`config.mk`:
```
export PLATFORM = sky130hd
export DESIGN_NAME = tlb_xlate
export DESIGN_NICKNAME = d
export VERILOG_FILES = /design/src/rtl/tlb_pkg.sv /design/src/rtl/tlb_match.sv /design/src/rtl/tlb_pick.sv /design/src/rtl/tlb_victim.sv /design/src/rtl/tlb_xlate.sv
export SDC_FILE = /design/constraint.sdc
export NUM_CORES = 2
export LEC_CHECK = 0
export BUFFER_PORTS_ARGS = -buffer_cell sky130_fd_sc_hd__buf_2
export CORE_ASPECT_RATIO = 0.75
export CORE_MARGIN = 4
export CORE_UTILIZATION = 57
export CTS_BUF_LIST = sky130_fd_sc_hd__clkbuf_16
export CTS_CLUSTER_DIAMETER = 50
export CTS_CLUSTER_SIZE = 40
export DETAILED_ROUTE_END_ITERATION = 6
export GPL_TIMING_DRIVEN = 0
export MAX_ROUTING_LAYER = met4
export PLACE_DENSITY = 0.77
export SYNTH_ARGS = -nofsm -noshare
export SYNTH_HDL_FRONTEND = slang
export SYNTH_HIERARCHICAL = 1
export SYNTH_SLANG_ARGS = --single-unit
```
`constraint.sdc`:
```
create_clock -name clk -period 8.4 [get_ports clk]
set_input_delay 0.84 -clock clk [delete_from_list [all_inputs] [get_ports clk]]
set_output_delay 0.84 -clock clk [all_outputs]
set_load 0.01 [all_outputs]
```
`src/rtl/tlb_pkg.sv`:
```
package tlb_pkg;
    // Index of each permission inside the rights field
    localparam int RIGHT_RD = 0;
    localparam int RIGHT_WR = 1;
    localparam int RIGHTS_W = 2;

    // Operation applied to the table in the current cycle
    typedef enum logic [1:0] {
        OP_IDLE  = 2'd0,
        OP_FLUSH = 2'd1,
        OP_INVAL = 2'd2,
        OP_FILL  = 2'd3
    } tbl_op_e;
endpackage

```
`src/rtl/tlb_match.sv`:
```
// Parallel tag compare: one comparator per entry
module tlb_match #(
    parameter int N     = 16,
    parameter int VPN_W = 20,
    parameter int PID_W = 6
) (
    input  logic [N-1:0]     ent_valid,
    input  logic [VPN_W-1:0] ent_vpn [N],
    input  logic [PID_W-1:0] ent_pid [N],
    input  logic [VPN_W-1:0] q_vpn,
    input  logic [PID_W-1:0] q_pid,
    output logic [N-1:0]     match
);
    for (genvar g = 0; g < N; g++) begin : g_cmp
        assign match[g] = ent_valid[g] && (ent_vpn[g] == q_vpn) && (ent_pid[g] == q_pid);
    end
endmodule

```
`src/rtl/tlb_pick.sv`:
```
// Lowest-set-bit encoder
module tlb_pick #(
    parameter int N  = 16,
    localparam int IW = (N > 1) ? $clog2(N) : 1
) (
    input  logic [N-1:0]  vec,
    output logic          any,
    output logic [IW-1:0] idx
);
    always_comb begin
        any = |vec;
        idx = '0;
        for (int i = N - 1; i >= 0; i--) begin
            if (vec[i]) idx = IW'(i);
        end
    end
endmodule

```
`src/rtl/tlb_victim.sv`:
```
// Replacement choice: age ranking or shift-register sequence
module tlb_victim #(
    parameter int N       = 16,
    parameter bit USE_LRU = 1'b1,
    localparam int IW = (N > 1) ? $clog2(N) : 1
) (
    input  logic          clk,
    input  logic          rst_n,
    input  logic          touch_en,
    input  logic [IW-1:0] touch_idx,
    output logic [IW-1:0] victim_idx
);
    if (USE_LRU) begin : g_lru
        // ages form a permutation of 0..N-1; 0 = most recent
        logic [IW-1:0] age [N];
        logic [IW-1:0] touched_age;

        assign touched_age = age[touch_idx];

        always_ff @(posedge clk) begin
            if (!rst_n) begin
                for (int i = 0; i < N; i++) age[i] <= IW'(i);
            end else if (touch_en) begin
                for (int i = 0; i < N; i++) begin
                    if (IW'(i) == touch_idx) age[i] <= '0;
                    else if (age[i] < touched_age) age[i] <= age[i] + 1'b1;
                end
            end
        end

        always_comb begin
            victim_idx = '0;
            for (int i = 0; i < N; i++) begin
                if (age[i] == IW'(N - 1)) victim_idx = IW'(i);
            end
        end
    end else begin : g_rand
        localparam logic [15:0] SEED = 16'hACE1;
        logic [15:0] lfsr;
        logic [15:0] lfsr_step;
        logic [15:0] lfsr_mix;

        assign lfsr_step = {1'b0, lfsr[15:1]} ^ (lfsr[0] ? 16'hB400 : 16'h0000);
        assign lfsr_mix  = lfsr_step ^ 16'(touch_idx);

        always_ff @(posedge clk) begin
            if (!rst_n) lfsr <= SEED;
            else if (touch_en) lfsr <= (lfsr_mix == 16'h0000) ? SEED : lfsr_mix;
            else lfsr <= lfsr_step;
        end

        assign victim_idx = lfsr[IW-1:0];
    end
endmodule

```
`src/rtl/tlb_xlate.sv`:
```
module tlb_xlate
    import tlb_pkg::*;
#(
    parameter int N       = 16,
    parameter int VPN_W   = 20,
    parameter int PPN_W   = 20,
    parameter int PID_W   = 6,
    parameter bit USE_LRU = 1'b1
) (
    input  logic                clk,
    input  logic                rst_n,
    input  logic                lk_valid,
    input  logic [VPN_W-1:0]    lk_vpn,
    input  logic [PID_W-1:0]    lk_pid,
    input  logic                lk_write,
    input  logic                fill_en,
    input  logic [VPN_W-1:0]    fill_vpn,
    input  logic [PID_W-1:0]    fill_pid,
    input  logic [PPN_W-1:0]    fill_ppn,
    input  logic [RIGHTS_W-1:0] fill_rights,
    input  logic                inv_en,
    input  logic [VPN_W-1:0]    inv_vpn,
    input  logic [PID_W-1:0]    inv_pid,
    input  logic                flush_all,
    output logic                rsp_valid,
    output logic                rsp_hit,
    output logic                rsp_fault,
    output logic [PPN_W-1:0]    rsp_ppn,
    output logic [RIGHTS_W-1:0] rsp_rights
);
    localparam int IW = (N > 1) ? $clog2(N) : 1;

    // Table storage
    logic [N-1:0]          ent_valid;
    logic [VPN_W-1:0]      ent_vpn    [N];
    logic [PID_W-1:0]      ent_pid    [N];
    logic [PPN_W-1:0]      ent_ppn    [N];
    logic [RIGHTS_W-1:0]   ent_rights [N];

    // Operation selector
    tbl_op_e               op;
    logic [VPN_W-1:0]      cm_vpn;
    logic [PID_W-1:0]      cm_pid;

    always_comb begin
        if (flush_all)    op = OP_FLUSH;
        else if (inv_en)  op = OP_INVAL;
        else if (fill_en) op = OP_FILL;
        else              op = OP_IDLE;
    end

    assign cm_vpn = (op == OP_INVAL) ? inv_vpn : fill_vpn;
    assign cm_pid = (op == OP_INVAL) ? inv_pid : fill_pid;

    // Lookup side
    logic [N-1:0]  lk_match;
    logic          lk_any;
    logic [IW-1:0] lk_idx;

    tlb_match #(.N(N), .VPN_W(VPN_W), .PID_W(PID_W)) u_lk_match (
        .ent_valid (ent_valid),
        .ent_vpn   (ent_vpn),
        .ent_pid   (ent_pid),
        .q_vpn     (lk_vpn),
        .q_pid     (lk_pid),
        .match     (lk_match)
    );

    tlb_pick #(.N(N)) u_lk_pick (
        .vec (lk_match),
        .any (lk_any),
        .idx (lk_idx)
    );

    // Command side
    logic [N-1:0]  cm_match;
    logic          cm_any;
    logic [IW-1:0] cm_idx;

    tlb_match #(.N(N), .VPN_W(VPN_W), .PID_W(PID_W)) u_cm_match (
        .ent_valid (ent_valid),
        .ent_vpn   (ent_vpn),
        .ent_pid   (ent_pid),
        .q_vpn     (cm_vpn),
        .q_pid     (cm_pid),
        .match     (cm_match)
    );

    tlb_pick #(.N(N)) u_cm_pick (
        .vec (cm_match),
        .any (cm_any),
        .idx (cm_idx)
    );

    // Free-slot search
    logic          free_any;
    logic [IW-1:0] free_idx;

    tlb_pick #(.N(N)) u_free_pick (
        .vec (~ent_valid),
        .any (free_any),
        .idx (free_idx)
    );

    // Replacement
    logic          touch_en;
    logic [IW-1:0] touch_idx;
    logic [IW-1:0] victim_idx;
    logic [IW-1:0] fill_idx;

    assign fill_idx = cm_any   ? cm_idx   :
                      free_any ? free_idx : victim_idx;

    // a fill's use takes precedence over a lookup's use in the same cycle
    assign touch_en  = (op == OP_FILL) || (lk_valid && lk_any);
    assign touch_idx = (op == OP_FILL) ? fill_idx : lk_idx;

    tlb_victim #(.N(N), .USE_LRU(USE_LRU)) u_victim (
        .clk        (clk),
        .rst_n      (rst_n),
        .touch_en   (touch_en),
        .touch_idx  (touch_idx),
        .victim_idx (victim_idx)
    );

    // Table state update
    always_ff @(posedge clk) begin
        if (!rst_n) begin
            ent_valid <= '0;
            for (int i = 0; i < N; i++) begin
                ent_vpn[i]    <= '0;
                ent_pid[i]    <= '0;
                ent_ppn[i]    <= '0;
                ent_rights[i] <= '0;
            end
        end else begin
            unique case (op)
                OP_FLUSH: ent_valid <= '0;
                OP_INVAL: ent_valid <= ent_valid & ~cm_match;
                OP_FILL: begin
                    ent_valid[fill_idx]  <= 1'b1;
                    ent_vpn[fill_idx]    <= fill_vpn;
                    ent_pid[fill_idx]    <= fill_pid;
                    ent_ppn[fill_idx]    <= fill_ppn;
                    ent_rights[fill_idx] <= fill_rights;
                end
                OP_IDLE: ;
                default: ;
            endcase
        end
    end

    // Response outputs
    logic wr_denied;
    assign wr_denied = lk_write && !ent_rights[lk_idx][RIGHT_WR];

    always_ff @(posedge clk) begin
        if (!rst_n) begin
            rsp_valid  <= 1'b0;
            rsp_hit    <= 1'b0;
            rsp_fault  <= 1'b0;
            rsp_ppn    <= '0;
            rsp_rights <= '0;
        end else begin
            rsp_valid  <= lk_valid;
            rsp_hit    <= lk_valid && lk_any && !wr_denied;
            rsp_fault  <= lk_valid && lk_any && wr_denied;
            rsp_ppn    <= (lk_valid && lk_any) ? ent_ppn[lk_idx]    : '0;
            rsp_rights <= (lk_valid && lk_any) ? ent_rights[lk_idx] : '0;
        end
    end
endmodule

```
==> results.json <==
{
  "vias_per_cell": 7.06,
  "design_area_um2": 53500,
  "setup_ws_ns": 0.0223,
  "cp.required_ns": 8.72,
  "synth_edf_count": 416,
  "p_leak_nw": 18.3,
  "fin_util": 0.645,
  "grt_pass1_vias": 35800,
  "power_frac_comb": 0.124,
  "pre_cts_ws_ns": -2.99,
  "fin_crit_ns": 8.38,
  "intPower_mw": 6.82,
  "final-setup-viol-count": 0,
  "worstSetupPathType": "primary input to register",
  "ys.flop_type": "dfxtp_1",
  "timing.fmax_mhz": 119,
  "tritoncts": "done",
  "fillers": 6353,
  "dieArea_um2": 89100,
  "ys.warnings.count": 6,
  "outcome": "complete, but fails checks",
  "dr.first_iter.drc_count": 6722,
  "synth-compound-area-share": 0.114,
  "layout.cells.most_common": "xnor2_1",
  "power_frac_clock": 0.404,
  "ios": 132,
  "post-place-cells": 5384,
  "irDropWorstVdd_mv": 0.171,
  "grt_pass1_wl_mm": 263,
  "clkTransAtPathRegs_ns": 0.07,
  "powerDensity_nw_per_um2": 181,
  "slowest_delay_ns": 0.74,
  "coreArea_um2": 82900,
  "postSynthCellCount": 4163,
  "gp_congestion": 1.08,
  "overflow": 0,
  "worst_slew_pin_slew_ns": 1.52,
  "mostFrequentLayoutCells": "834 x xnor2_1, 457 x dfxtp_1, 416 x edfxtp_1",
  "cpMostUsedCell": "buf_2",
  "finalHoldViolations": 0,
  "port_buffers": 105,
  "clk_latency_ns": 0.70,
  "cp.arrival_ns": 8.70,
  "synth.area.mux_share": 0.0750,
  "h-tree-depth": 3,
  "synthSimpleGateAreaFrac": 0.128,
  "cts_root_buffer": "clkbuf_16",
  "cts_sinks": 873,
  "finClkSkew_ns": 0.0449,
  "syn_to_final_growth_pct": 11.2,
  "path_max_fanout": 12,
  "hp-class": "primary input to register",
  "die_h_um": 260,
  "drv_slew": 4,
  "drtPass1Iterations": 7,
  "cpMaxStageDelayCell": "buf_1",
  "syn_area_per_cell_um2": 11.5,
  "yosysSeqAreaShare": 0.450,
  "hold_slack_ns": 0.484,
  "synth_nets": 4334,
  "grt.total_usage": 0.427,
  "critical_path.top_delay_family": "buffers and inverters",
  "cts_buffer_depth": 3,
  "synth_cell_types": 96,
  "grt_max_degree": 24,
  "antenna_found_initial": 8,
  "finalNonFillerCells": 5570,
  "synth-xor-area-share": 0.160,
  "fp.dieW_um": 343,
  "syn-cell-area_um2": 48100,
  "drive_above_1_share": 0.170,
  "violations": "design-rule violations, max-capacitance violations, max-slew violations",
  "async_reset_ff_frac": 0,
  "synth_top_family_by_area": "XOR/XNOR gates",
  "cap_violations": 1,
  "fin_nets": 4548,
  "crit_path_end_kind": "register",
  "slew_headroom": -0.0216,
  "synthAdderAreaFrac": 0.0167,
  "dpl.hpwl_mm": 132,
  "seq_power_share": 0.473,
  "power_switching_mw": 2.87,
  "switching_share": 0.296,
  "crit_path_start_kind": "primary input",
  "rows": 91,
  "hold_buffers": 0,
  "drtAntennaViolNets": 0,
  "period_share": 0.997,
  "cts_buffers": 79,
  "path_buf_inv": 9,
  "total_power_mw": 9.69,
  "wl_mm": 189,
  "drc": 7,
  "wl_per_cell_um": 34.0,
  "fin_tns_setup_ns": 0,
  "dpl_cell_area_um2": 50000,
  "vias": 39300,
  "synth_seq_cells": 873,
  "start_util": 0.580
}
worst paths after layout:
path | start | to | slack, ns | depth (start not counted)
max | lk_vpn[12] | u_victim/g_lru.age[14][3] | 0.02 | 25
min | lk_write | rsp_fault | 0.48 | 3
max reg2reg | ent_vpn[43] | u_victim/g_lru.age[14][3] | 0.36 | 23
min reg2reg | ent_vpn[302] | ent_vpn[302] | 0.51 | 2
registers in the layout (all words and copies together) (netlist names):
signal              flops
ent_valid              16
rsp_valid               1
rsp_ppn                20
rsp_hit                 1
rsp_fault               1
ent_ppn               320
rsp_rights              2
ent_pid                96
ent_rights             32
u_victim/g_lru.age     64
ent_vpn               320
repair_timing:
action,CTS,global route
gates resized for setup,50,24
pin swaps,12,10
setup buffers,23,6
endpoints found under the setup margin,128,115
cell families (layout without fill, tap and decap cells):
kind of cell               Yosys count  count (layout)
adders and majority gates           64              64
muxes                              243             243
AOI/OAI and AO/OA                  635             635
xor gates and xnor gates           863             863
and+or+nand+nor                   1041            1041
DFF                                873             873
other                                0              10
buffers and inverters              444             725
area by class of cell:
cell class / count / area [um2] / share of cell area
sequential: 873 / 21600 / 0.405
clock buffer: 80 / 2000 / 0.0374
timing repair buffer: 134 / 783 / 0.0146
multi-input combinational: 2846 / 24100 / 0.450
clock inverter: 68 / 795 / 0.0149
inverter: 84 / 327 / 0.00611
tap: 1116 / 1400 / 0.0261
buffer: 359 / 2440 / 0.0456
antenna: 10 / 25.0 / 0.000468
worst min-delay path, stage by stage:
cell,delay [ns]
buf_2,0.11
nand3_1,0.10
a21oi_1,0.07
power groups by stage:
stage / clock, mW / sequential, mW / combinational (mW)
2_1_floorplan: 0 / 4.66 / 0.661
3_3_place_gp: 0 / 4.67 / 1.07
3_5_place_dp: 0 / 4.68 / 1.08
4_1_cts: 3.88 / 4.58 / 1.10
5_1_grt: 4.07 / 4.59 / 1.19
6_report: 3.91 / 4.58 / 1.20
per-layer routing:
layer  vias up  GRT usage  routed length [um]
li1      15800          -                   -
met1     19200      0.577               71000
met2      3626      0.538               71800
met3       739      0.207               35900
met4         0      0.175               10500
met5         -          -                   0
Yosys cell counts, types with 57 or more instances:
| cell type | number | share of area |
|---|---|---|
| a22o_1 | 314 | 0.057 |
| and2_1 | 268 | 0.035 |
| and3_1 | 57 | 0.0074 |
| buf_2 | 75 | 0.0078 |
| buf_4 | 60 | 0.0094 |
| buf_6 | 81 | 0.019 |
| clkbuf_1 | 128 | 0.010 |
| dfxtp_1 | 457 | 0.19 |
| edfxtp_1 | 416 | 0.26 |
| ha_1 | 64 | 0.017 |
| inv_1 | 83 | 0.0065 |
| mux2i_1 | 121 | 0.025 |
| mux4_2 | 90 | 0.042 |
| nand2_1 | 146 | 0.011 |
| nand3_1 | 93 | 0.0097 |
| nand4_1 | 210 | 0.027 |
| nor3_1 | 67 | 0.0070 |
| xnor2_1 | 834 | 0.15 |
(Power assumes the default switching activity.)
